## src/rtl/osk_amp_ramp.sv

```systemverilog
module osk_amp_ramp #(
  parameter int DW = 12,
  parameter int AW = 12,
  parameter int RW = 8
) (
  input  logic          clk,
  input  logic          rst_n,
  input  logic          shape_en,
  input  logic          ramp_mode,
  input  logic [RW-1:0] ramp_rate,
  input  logic [AW-1:0] user_level,
  input  logic          key_in,
  input  logic [DW-1:0] sig_in,
  output logic [DW-1:0] sig_out
);
  localparam int PW = DW + AW;
  localparam logic [AW-1:0] AMP_MAX = '1;

  logic [RW-1:0] pace_cnt;
  logic [AW-1:0] amp_cnt;
  logic          step;
  logic [AW-1:0] factor;
  logic [PW-1:0] prod;
  logic [DW-1:0] next_out;

  assign step = (pace_cnt == '0);

  always_ff @(posedge clk) begin
    if (!rst_n)    pace_cnt <= ramp_rate;
    else if (step) pace_cnt <= ramp_rate;
    else           pace_cnt <= pace_cnt - 1'b1;
  end

  always_ff @(posedge clk) begin
    if (!rst_n) begin
      amp_cnt <= '0;
    end else if (step) begin
      if (key_in && amp_cnt != AMP_MAX) amp_cnt <= amp_cnt + 1'b1;
      else if (!key_in && amp_cnt != '0) amp_cnt <= amp_cnt - 1'b1;
    end
  end

  assign factor   = ramp_mode ? amp_cnt : user_level;
  assign prod     = {{AW{1'b0}}, sig_in} * {{DW{1'b0}}, factor};
  assign next_out = (!shape_en || factor == AMP_MAX) ? sig_in : prod[PW-1:AW];

  always_ff @(posedge clk) begin
    if (!rst_n) sig_out <= '0;
    else        sig_out <= next_out;
  end
endmodule


```

## config.mk

```make
export PLATFORM = sky130hd
export DESIGN_NAME = osk_amp_ramp
export DESIGN_NICKNAME = d
export VERILOG_FILES = /design/src/rtl/osk_amp_ramp.sv
export SDC_FILE = /design/constraint.sdc
export NUM_CORES = 1
export LEC_CHECK = 0
export ABC_AREA = 0
export BUFFER_PORTS_ARGS = -buffer_cell sky130_fd_sc_hd__clkbuf_2
export CAP_MARGIN = 10
export CELL_PAD_IN_SITES_DETAIL_PLACEMENT = 1
export CELL_PAD_IN_SITES_GLOBAL_PLACEMENT = 1
export CORE_UTILIZATION = 43
export CTS_BUF_LIST = sky130_fd_sc_hd__clkbuf_16
export DETAILED_ROUTE_END_ITERATION = 7
export PLACE_DENSITY = 0.8
export SLEW_MARGIN = 20
export SYNTH_ARGS = -nofsm -noshare
export SYNTH_HDL_FRONTEND = slang
export SYNTH_SLANG_ARGS = --single-unit
```

## constraint.sdc

```tcl
create_clock -name clk -period 6.4 [get_ports clk]
set_clock_uncertainty 0.1 [all_clocks]
set_input_delay 0.64 -clock clk [delete_from_list [all_inputs] [get_ports clk]]
set_output_delay 0.64 -clock clk [all_outputs]
set_load 0.02 [all_outputs]
```

==> results of run 1 <==
[worst paths after layout]
path                       to  cells past startpoint
setup / recovery   sig_out[9]                     19
hold / removal    pace_cnt[0]                      1
setup reg to reg   sig_out[9]                     18
hold reg to reg   pace_cnt[0]                      1
[critical path: stages]
cell and delay, ns:
clkbuf_2 0.22, mux2_2 0.38, and2_1 0.18, fa_1 0.53
inv_1 0.06, fa_1 0.53, inv_1 0.07, fa_1 0.50
fa_1 0.55, inv_1 0.05, fa_1 0.54, inv_1 0.04
ha_1 0.36, o21ai_1 0.16, nor2_1 0.10, o31a_1 0.29
o311a_1 0.39, or4_1 0.51, nand3_1 0.09
[through the flow]
| stage | utilization, % | hold WS (ns) | worst slack, ns |
|---|---|---|---|
| 6_report | 47.59 | 0.4326 | 0.3616 |
| 3_5_place_dp | 46.63 | 0.4127 | -0.0007865 |
| 3_3_place_gp | 46.63 | 0.3963 | 0.1127 |
| 2_1_floorplan | - | 0.3679 | 0.02897 |
| 5_1_grt | 47.59 | 0.4869 | 0.07526 |
| 4_1_cts | 47.54 | 0.4333 | 0.3031 |
[power groups by stage]
stage               combinational, W  sequential [W]  clock, W
CTS                          0.00102        0.000248  0.000240
finish                       0.00102        0.000248  0.000236
global route                 0.00116        0.000251  0.000247
detailed placement           0.00102        0.000252         0
floorplan                   0.000715        0.000276         0
global placement            0.000979        0.000252         0
[routing by layer]
metal / share of wire, % / wire length [um] / vias to the layer above
li1: - / - / 2629
met1: 44 / 8091 / 2790
met2: 52 / 9670 / 101
met3: 3.8 / 708 / 8
met4: 0.58 / 108 / 0
met5: 0 / 0 / -
[layout make-up]
cell class | instances | share of cell area (%)
multi-input cells | 590 | 74.35
flip-flops and latches | 32 | 8.855
inverters | 134 | 6.953
repair buffers | 61 | 4.670
well taps | 188 | 3.251
clock buffers | 5 | 1.730
clock inverters | 3 | 0.1902
[state kept, by name (all words and copies together), names as in the netlist]
name / count
amp_cnt: 12
sig_out: 12
pace_cnt: 8
[synth_stat cells, drive strengths merged, types with 2 or more instances]
| library cell | n |
|---|---|
| inv | 133 |
| nand2 | 130 |
| fa | 100 |
| ha | 70 |
| and2 | 55 |
| dfxtp | 32 |
| clkbuf | 29 |
| nor2 | 28 |
| o21ai | 25 |
| a21oi | 18 |
| xnor2 | 14 |
| mux2 | 12 |
| nand3 | 12 |
| mux2i | 9 |
| nand4 | 9 |
| o21a | 9 |
| buf | 8 |
| xor2 | 8 |
| nor3 | 7 |
| a211oi | 6 |
| nor4 | 6 |
| o22ai | 6 |
| a21o | 5 |
| a31oi | 5 |
| nand2b | 5 |
| or3 | 5 |
| a2111oi | 3 |
| o2111ai | 3 |
| o221ai | 3 |
| o31ai | 3 |
| or4 | 3 |
| a221oi | 2 |
| and3 | 2 |
| and4 | 2 |
| nand3b | 2 |
| nor4b | 2 |
| o211ai | 2 |
| o31a | 2 |
| o41ai | 2 |
[cell families (layout without fill, tap and decap cells)]
logic type                 after synthesis  in the layout  share of synthesized area (%)
and+or+nand+nor                        271            271                          19.69
buffers and inverters                  171            203                          10.40
AOI/OAI and AO/OA                      106            106                          11.24
adders and majority gates              170            170                          42.89
xor gates and xnor gates                22             22                          2.872
muxes                                   21             21                          3.356
DFF                                     32             32                          9.547
==> results.cfg, run 1 <==
[setup_path]
crit_start = ramp_mode
cp_max_fo = 10
r2r_slack_ns = 0.61
critPathKind = in2reg
rr_startpoint = amp_cnt[5]
start_kind = primary input
critPathCaptureType = flip-flop
cp.required_ns = 6.53
crit_arrival_ns = 6.17

[finish]
regArea_um2 = 640.6
nets = 1031
fin_cells = 1013
fillers = 1877
postLayoutCellArea_mm2 = 0.007234
final_common_cell = inv_1
multi_input_area_mm2 = 0.005379
final_cell_mix = inv_1 (133), nand2_1 (130), fa_1 (100), ha_1 (70), and2_1 (55)
area_growth_syn_to_layout_pct = 7.813
drive_gt1_share_pct = 11.15
num_antenna_cells = 0

[timing]
finalSetupViolations = 0
fmax_ghz = 0.1656
tightest_slew_ns = 0.6669
setup_tns_ns = 0
slew_violations = 0
relSlewSlack_pct = 55.54
grt_setup_unrepaired = no
min_period_over_period_pct = 94.35
finalHoldViolCount = 0
period_minus_slack_ns = 6.038

[route]
drc = 0
ant_nets = 0
drt-pass1-iter-count = 4
postRouteWirelength_um = 18580
via_count = 5528
wire_per_inst_um = 18.34
vias_per_cell = 5.457
drtIter0Drc = 236

[floorplanning]
ios = 49
num_rows = 45
start_util_pct = 44.14
die_w_um = 126.9
die_y_um = 126.9
dieArea_mm2 = 0.01611
core_mm2 = 0.01520

[synthesis]
netlist_top_cells_area = fa_1 (30%), ha_1 (13%), dfxtp_1 (9.5%)
yosysSeqAreaShare_pct = 9.547
async_flop_share_pct = 0
synth_top_cell_area_share_pct = 29.83
synth_edf_count = 0
synth_area_per_cell_um2 = 8.462
ys.flop_type = dfxtp_1
synth_area_mm2 = 0.006710
synth_top_cell_by_area = fa_1
ys_ff_latch = 32
syn-instance-count = 793
yosysWarningCount = 0
syn-num-nets = 1000
synth.distinct_cells = 66

[clock_tree]
root_buffer = clkbuf_16
cts_sinks = 32
post_cts_buffers = 0
clk_pin_slew_ns = 0.06
ctsResizeCount = 0
tritoncts = done
clkLatencyLatePin_ns = 0.29
cts_made_buffers = 5
ctsHoldBuffers = 0
cts_buffer_depth = 2
htreeDepth = 2

[placement]
placed_area_mm2 = 0.007088
dp.cells = 1005
hpwl_um = 15420
io_buffers = 48
gp_congestion = 0.8519

[grt]
gr-total-overflow = 0
grt_use_met1_pct = 31.55
grtUsageMet2_pct = 45.51
grt_use_met3_pct = 2.699
grt_pass1_vias = 6055
track_usage_pct = 24.64
antenna_found_initial = 1
grt_max_degree = 26
top_usage_layer = met2
grt_pass1_wl_um = 31020

[power]
switching_power_w = 0.0007231
p_comb_share_pct = 67.7
p_total_w = 0.001499
seqPwrFrac_pct = 16.5
clock_power_share_pct = 15.8
p_int_w = 0.0007761
cellPowerDensity_mw_per_mm2 = 207.2
worst_ir_drop_vdd_uv = 117.6
switching_share_pct = 48.23
p_leak_nw = 3.607

[outcome]
status = complete, no violations

[min_path]
min_from = pace_cnt[0]
hold_path.class = reg2reg

[flow_run]
cap_violations = 0
Note: power is estimated with default switching activity, not from simulation.
==> inputs of run 2 (changes only) <==
BUFFER_PORTS_ARGS = default   (was -buffer_cell sky130_fd_sc_hd__clkbuf_2)
CORE_UTILIZATION = 46   (was 43)
DONT_BUFFER_PORTS = 1   (was default)
PLACE_DENSITY = 0.81   (was 0.8)
==> run 2 against run 1 <==
Effect of this change: die area is 6.4% lower; total power up 0.41%; non-clock buffer count is 57 lower; sequential power grew 13%; first-iteration DRC count is 10% higher; combinational power down 7%; sequential share of layout area rose by 0.38 points; critical path type unchanged.
==> results.cfg, run 2 (synthesized netlist as in run 1, its figures left out) <==
[outcome]
status = complete, no violations

[timing]
relSlewSlack_pct = 55.22
period_minus_slack_ns = 5.977
setup_tns_ns = 0
slew_violations = 0
finalHoldViolCount = 0
fmax_ghz = 0.1673
grt_setup_unrepaired = no
min_period_over_period_pct = 93.40
tightest_slew_ns = 0.6717
finalSetupViolations = 0

[route]
postRouteWirelength_um = 19130
vias_per_cell = 5.778
wl_met1_um = 8024
drc = 0
ant_nets = 0
via_count = 5478
drtIter0Drc = 260
met3_length_um = 633
drt-pass1-iter-count = 4
wl_met2_um = 10050
wire_per_inst_um = 20.18
highest_layer = met4

[floorplanning]
ios = 49
die_w_um = 122.8
core_mm2 = 0.01404
num_rows = 43
die_y_um = 122.8
start_util_pct = 47.79
dieArea_mm2 = 0.01507

[finish]
drive_gt1_share_pct = 4.557
nets = 974
area_growth_syn_to_layout_pct = 3.338
final_common_cell = inv_1
reg_top3 = amp_cnt (12), sig_out (12), pace_cnt (8)
final_cell_mix = inv_1 (134), nand2_1 (130), fa_1 (100), ha_1 (70), and2_1 (55)
num_antenna_cells = 0

[clock_tree]
clk_pin_slew_ns = 0.06
cts_buffer_depth = 2
htreeDepth = 2
root_buffer = clkbuf_16
clkLatencyLatePin_ns = 0.29
tritoncts = done
ctsHoldBuffers = 0
cts_made_buffers = 5
ctsResizeCount = 0
cts_sinks = 32
post_cts_buffers = 0

[placement]
io_buffers = 0
gp_congestion = 0.8440
hpwl_um = 15500

[power]
p_total_w = 0.001505
p_leak_nw = 3.367
cellPowerDensity_mw_per_mm2 = 217.1
worst_ir_drop_vdd_uv = 115.4

[setup_path]
cp.required_ns = 6.53
path_buf_inv = 3
critPathKind = in2reg
crit_slowest_cell = fa_1
cp_common_cell = fa_1
crit_arrival_ns = 6.11
crit_family = adder cells
crit_path_max_incr_delay_ns = 0.55
cp_cell_sequence = nand2b_1, nand2_1, nand2_1, fa_1, fa_1, inv_1, fa_1, fa_1, inv_1, fa_1, inv_1, ha_1, o21ai_0, nor2_1, o31a_1, o311a_1, or4_1, nand3_1
cp_max_fo = 18
start_kind = primary input
path_depth = 18
critPathCaptureType = flip-flop
r2r_cells = 18

[grt]
track_usage_pct = 27.25
grt_pass1_wl_um = 31130
antenna_found_initial = 0
grt_max_degree = 26
grt_pass1_vias = 6197
gr-total-overflow = 0

[flow_run]
cap_violations = 0

[min_path]
hold_path.class = in2reg
min_path_cells = 2
run 2: where the power goes:
part / internal, W / leakage (nW) / switching (W)
clock: 0.000182 / 0.0850 / 0.0000967
sequential: 0.000231 / 0.264 / 0.0000486
combinational: 0.000380 / 3.02 / 0.000568
total: 0.000792 / 3.37 / 0.000713
run 2: final timing paths:
| path | slack [ns] | startpoint | to |
|---|---|---|---|
| worst max register to register | 0.43 | amp_cnt[5] | sig_out[9] |
| worst min register to register | 0.41 | pace_cnt[0] | pace_cnt[0] |
| worst min-delay path | 0.36 | ramp_rate[0] | pace_cnt[0] |
| worst max-delay path | 0.42 | ramp_mode | sig_out[9] |
run 2: area by class of cell:
type | count | area, um2
Timing Repair Buffer | 4 | 30.03
Multi-Input combinational cell | 590 | 5371
Clock inverter | 3 | 38.79
Inverter | 134 | 503.0
Tap cell | 180 | 225.2
Fill cell | 1691 | 7108
Sequential cell | 32 | 640.6
Clock buffer | 5 | 125.1
run 2: through the flow:
stage | instances | setup slack [ns] | area [um2] | util (%) | hold slack, ns
after floorplan | 793 | 0.02897 | 6710 | - | 0.3679
after global placement | 940 | 0.2919 | 6770 | 48.21 | 0.3929
after detailed placement | 940 | 0.1003 | 6770 | 48.21 | 0.4096
after CTS | 948 | 0.3878 | 6934 | 49.38 | 0.3662
after global routing | 948 | 0.07406 | 6934 | 49.38 | 0.3821
final | 948 | 0.4227 | 6934 | 49.38 | 0.3636
run 2: layer usage:
layer  global-route usage (%)  vias up
met4                    6.784        0
met3                    3.253       29
met1                    33.22     2841
li1                         -     2514
met2                    50.46       94
met5                        0        -
==> inputs of run 3 (changes only) <==
CELL_PAD_IN_SITES_DETAIL_PLACEMENT = default   (was 1)
CELL_PAD_IN_SITES_GLOBAL_PLACEMENT = default   (was 1)
CORE_UTILIZATION = 61   (was 46)
PLACE_DENSITY = 0.82   (was 0.81)
==> run 3 against run 2 <==
Effect of this change: worst setup slack gained 0.054 ns; highest routed layer unchanged; total power decreased by 3.2%; cell area decreased by 1.1%; combinational power shrank 4.4%; critical endpoint unchanged; clock power shrank 2%; sequential share of layout area rose by 0.11 points; maximum frequency rose by 0.91%; utilization is 16 points higher.
==> results.cfg, run 3 (synthesized netlist as in run 1, its figures left out) <==
[route]
drc = 0
ant_nets = 0
vias_per_cell = 6.071
wire_per_inst_um = 18.09
postRouteWirelength_um = 16300
drtIter0Drc = 446
drt-pass1-iter-count = 5
via_count = 5470

[grt]
grt_pass1_wl_um = 27570
antenna_found_initial = 0
gr-total-overflow = 0
grt_max_degree = 26
grt_pass1_vias = 5828
track_usage_pct = 30.78

[finish]
fillers = 842
reg_top3 = amp_cnt (12), sig_out (12), pace_cnt (8)
regArea_um2 = 640.6
nets = 971
area_growth_syn_to_layout_pct = 2.163
multi_input_area_mm2 = 0.005371
fin_cells = 901
drive_gt1_share_pct = 4.052
final_common_cell = inv_1
postLayoutCellArea_mm2 = 0.006855
final_cell_mix = inv_1 (133), nand2_1 (130), fa_1 (100), ha_1 (70), and2_1 (55)
num_antenna_cells = 0

[clock_tree]
ctsResizeCount = 0
root_buffer = clkbuf_16
htreeDepth = 2
cts_sinks = 32
cts_made_buffers = 5
ctsHoldBuffers = 0
clkLatencyLatePin_ns = 0.28
tritoncts = done
clk_pin_slew_ns = 0.06
cts_buffer_depth = 2
post_cts_buffers = 0

[setup_path]
start_kind = flip-flop
rr_startpoint = amp_cnt[5]
cp.required_ns = 6.52
rr_endpoint = sig_out[9]
crit_arrival_ns = 6.04
critPathKind = reg2reg
r2r_cells = 18
critPathCaptureType = flip-flop
cp_max_fo = 12
r2r_slack_ns = 0.48

[timing]
relSlewSlack_pct = 56.68
grt_setup_unrepaired = no
setup_tns_ns = 0
min_period_over_period_pct = 92.55
fmax_ghz = 0.1688
finalHoldViolCount = 0
tightest_slew_ns = 0.6498
slew_violations = 0
period_minus_slack_ns = 5.923
finalSetupViolations = 0
worst_slack_ns = 0.4766

[floorplanning]
die_w_um = 106.9
core_mm2 = 0.01051
dieArea_mm2 = 0.01142
die_y_um = 106.9
start_util_pct = 63.85
ios = 49
num_rows = 37

[power]
p_leak_nw = 3.345
cellPowerDensity_mw_per_mm2 = 212.5
p_total_w = 0.001457
worst_ir_drop_vdd_uv = 146.1

[placement]
gp_congestion = 0.9049
placed_area_mm2 = 0.006693
io_buffers = 0
hpwl_um = 13190
place_ws_ns = 0.1933
dp.cells = 893

[outcome]
status = complete, no violations

[min_path]
min_path_cells = 2
hold_path.class = in2reg
hold_end = pace_cnt[1]
min_from = ramp_rate[1]

[flow_run]
cap_violations = 0
[run 3: cell types whose count changed in the layout (fill, tap and decap cells not counted)]
cell      before  now
clkinv_2       1    0
buf_4          4    1
clkinv_1       1    3
inv_1        134  133
[run 3: worst max path at each step]
| stage | from | end | slack (ns) | depth (start not counted) |
|---|---|---|---|---|
| finish | amp_cnt[5] | sig_out[9] | 0.48 | 18 |
| global route | amp_cnt[5] | sig_out[9] | 0.18 | 18 |
| CTS | amp_cnt[5] | sig_out[9] | 0.49 | 18 |
| detailed placement | ramp_mode | sig_out[9] | 0.19 | 18 |
| global placement | ramp_mode | sig_out[9] | 0.30 | 18 |
| floorplan | ramp_mode | sig_out[9] | 0.03 | 20 |
[run 3: area by class of cell]
| class | count | area share (%) |
|---|---|---|
| sequential | 32 | 9.345 |
| timing repair buffer | 1 | 0.1095 |
| clock buffer | 5 | 1.825 |
| tap | 136 | 2.482 |
| inverter | 134 | 7.337 |
| clock inverter | 3 | 0.5475 |
| multi-input combinational | 590 | 78.35 |
[run 3: layer usage]
layer | vias up | GRT usage [%] | wire length, um
met5 | - | 0 | 0
met4 | 0 | 9.002 | 517
met3 | 49 | 4.681 | 1093
met2 | 221 | 54.42 | 8127
met1 | 2690 | 38.82 | 6561
li1 | 2510 | - | -
[run 3: where the power goes]
part,internal (W),switching (W)
Combinational,0.000374,0.000531
Sequential,0.000231,0.0000497
Clock,0.000181,0.0000907
Total,0.000786,0.000671
[run 3: critical path, cell delays in order, from the launching register on]
cell      delay [ns]
dfxtp_1         0.41
nand2_1         0.11
nand2_1         0.39
nand2_1         0.17
fa_1            0.59
fa_1            0.44
fa_1            0.49
inv_1           0.05
fa_1            0.53
inv_1           0.05
fa_1            0.52
inv_1           0.04
ha_1            0.34
a211oi_2        0.23
nor2_1          0.13
o31a_1          0.28
o311a_1         0.38
or4_1           0.51
nand3_1         0.09
[run 3: per-stage QoR]
| stage | util [%] | hold WS, ns |
|---|---|---|
| 6_report | 65.23 | 0.3808 |
| 5_1_grt | 65.23 | 0.3791 |
| 4_1_cts | 65.23 | 0.3814 |
| 3_5_place_dp | 63.69 | 0.4082 |
| 3_3_place_gp | 63.69 | 0.3879 |
| 2_1_floorplan | - | 0.3679 |
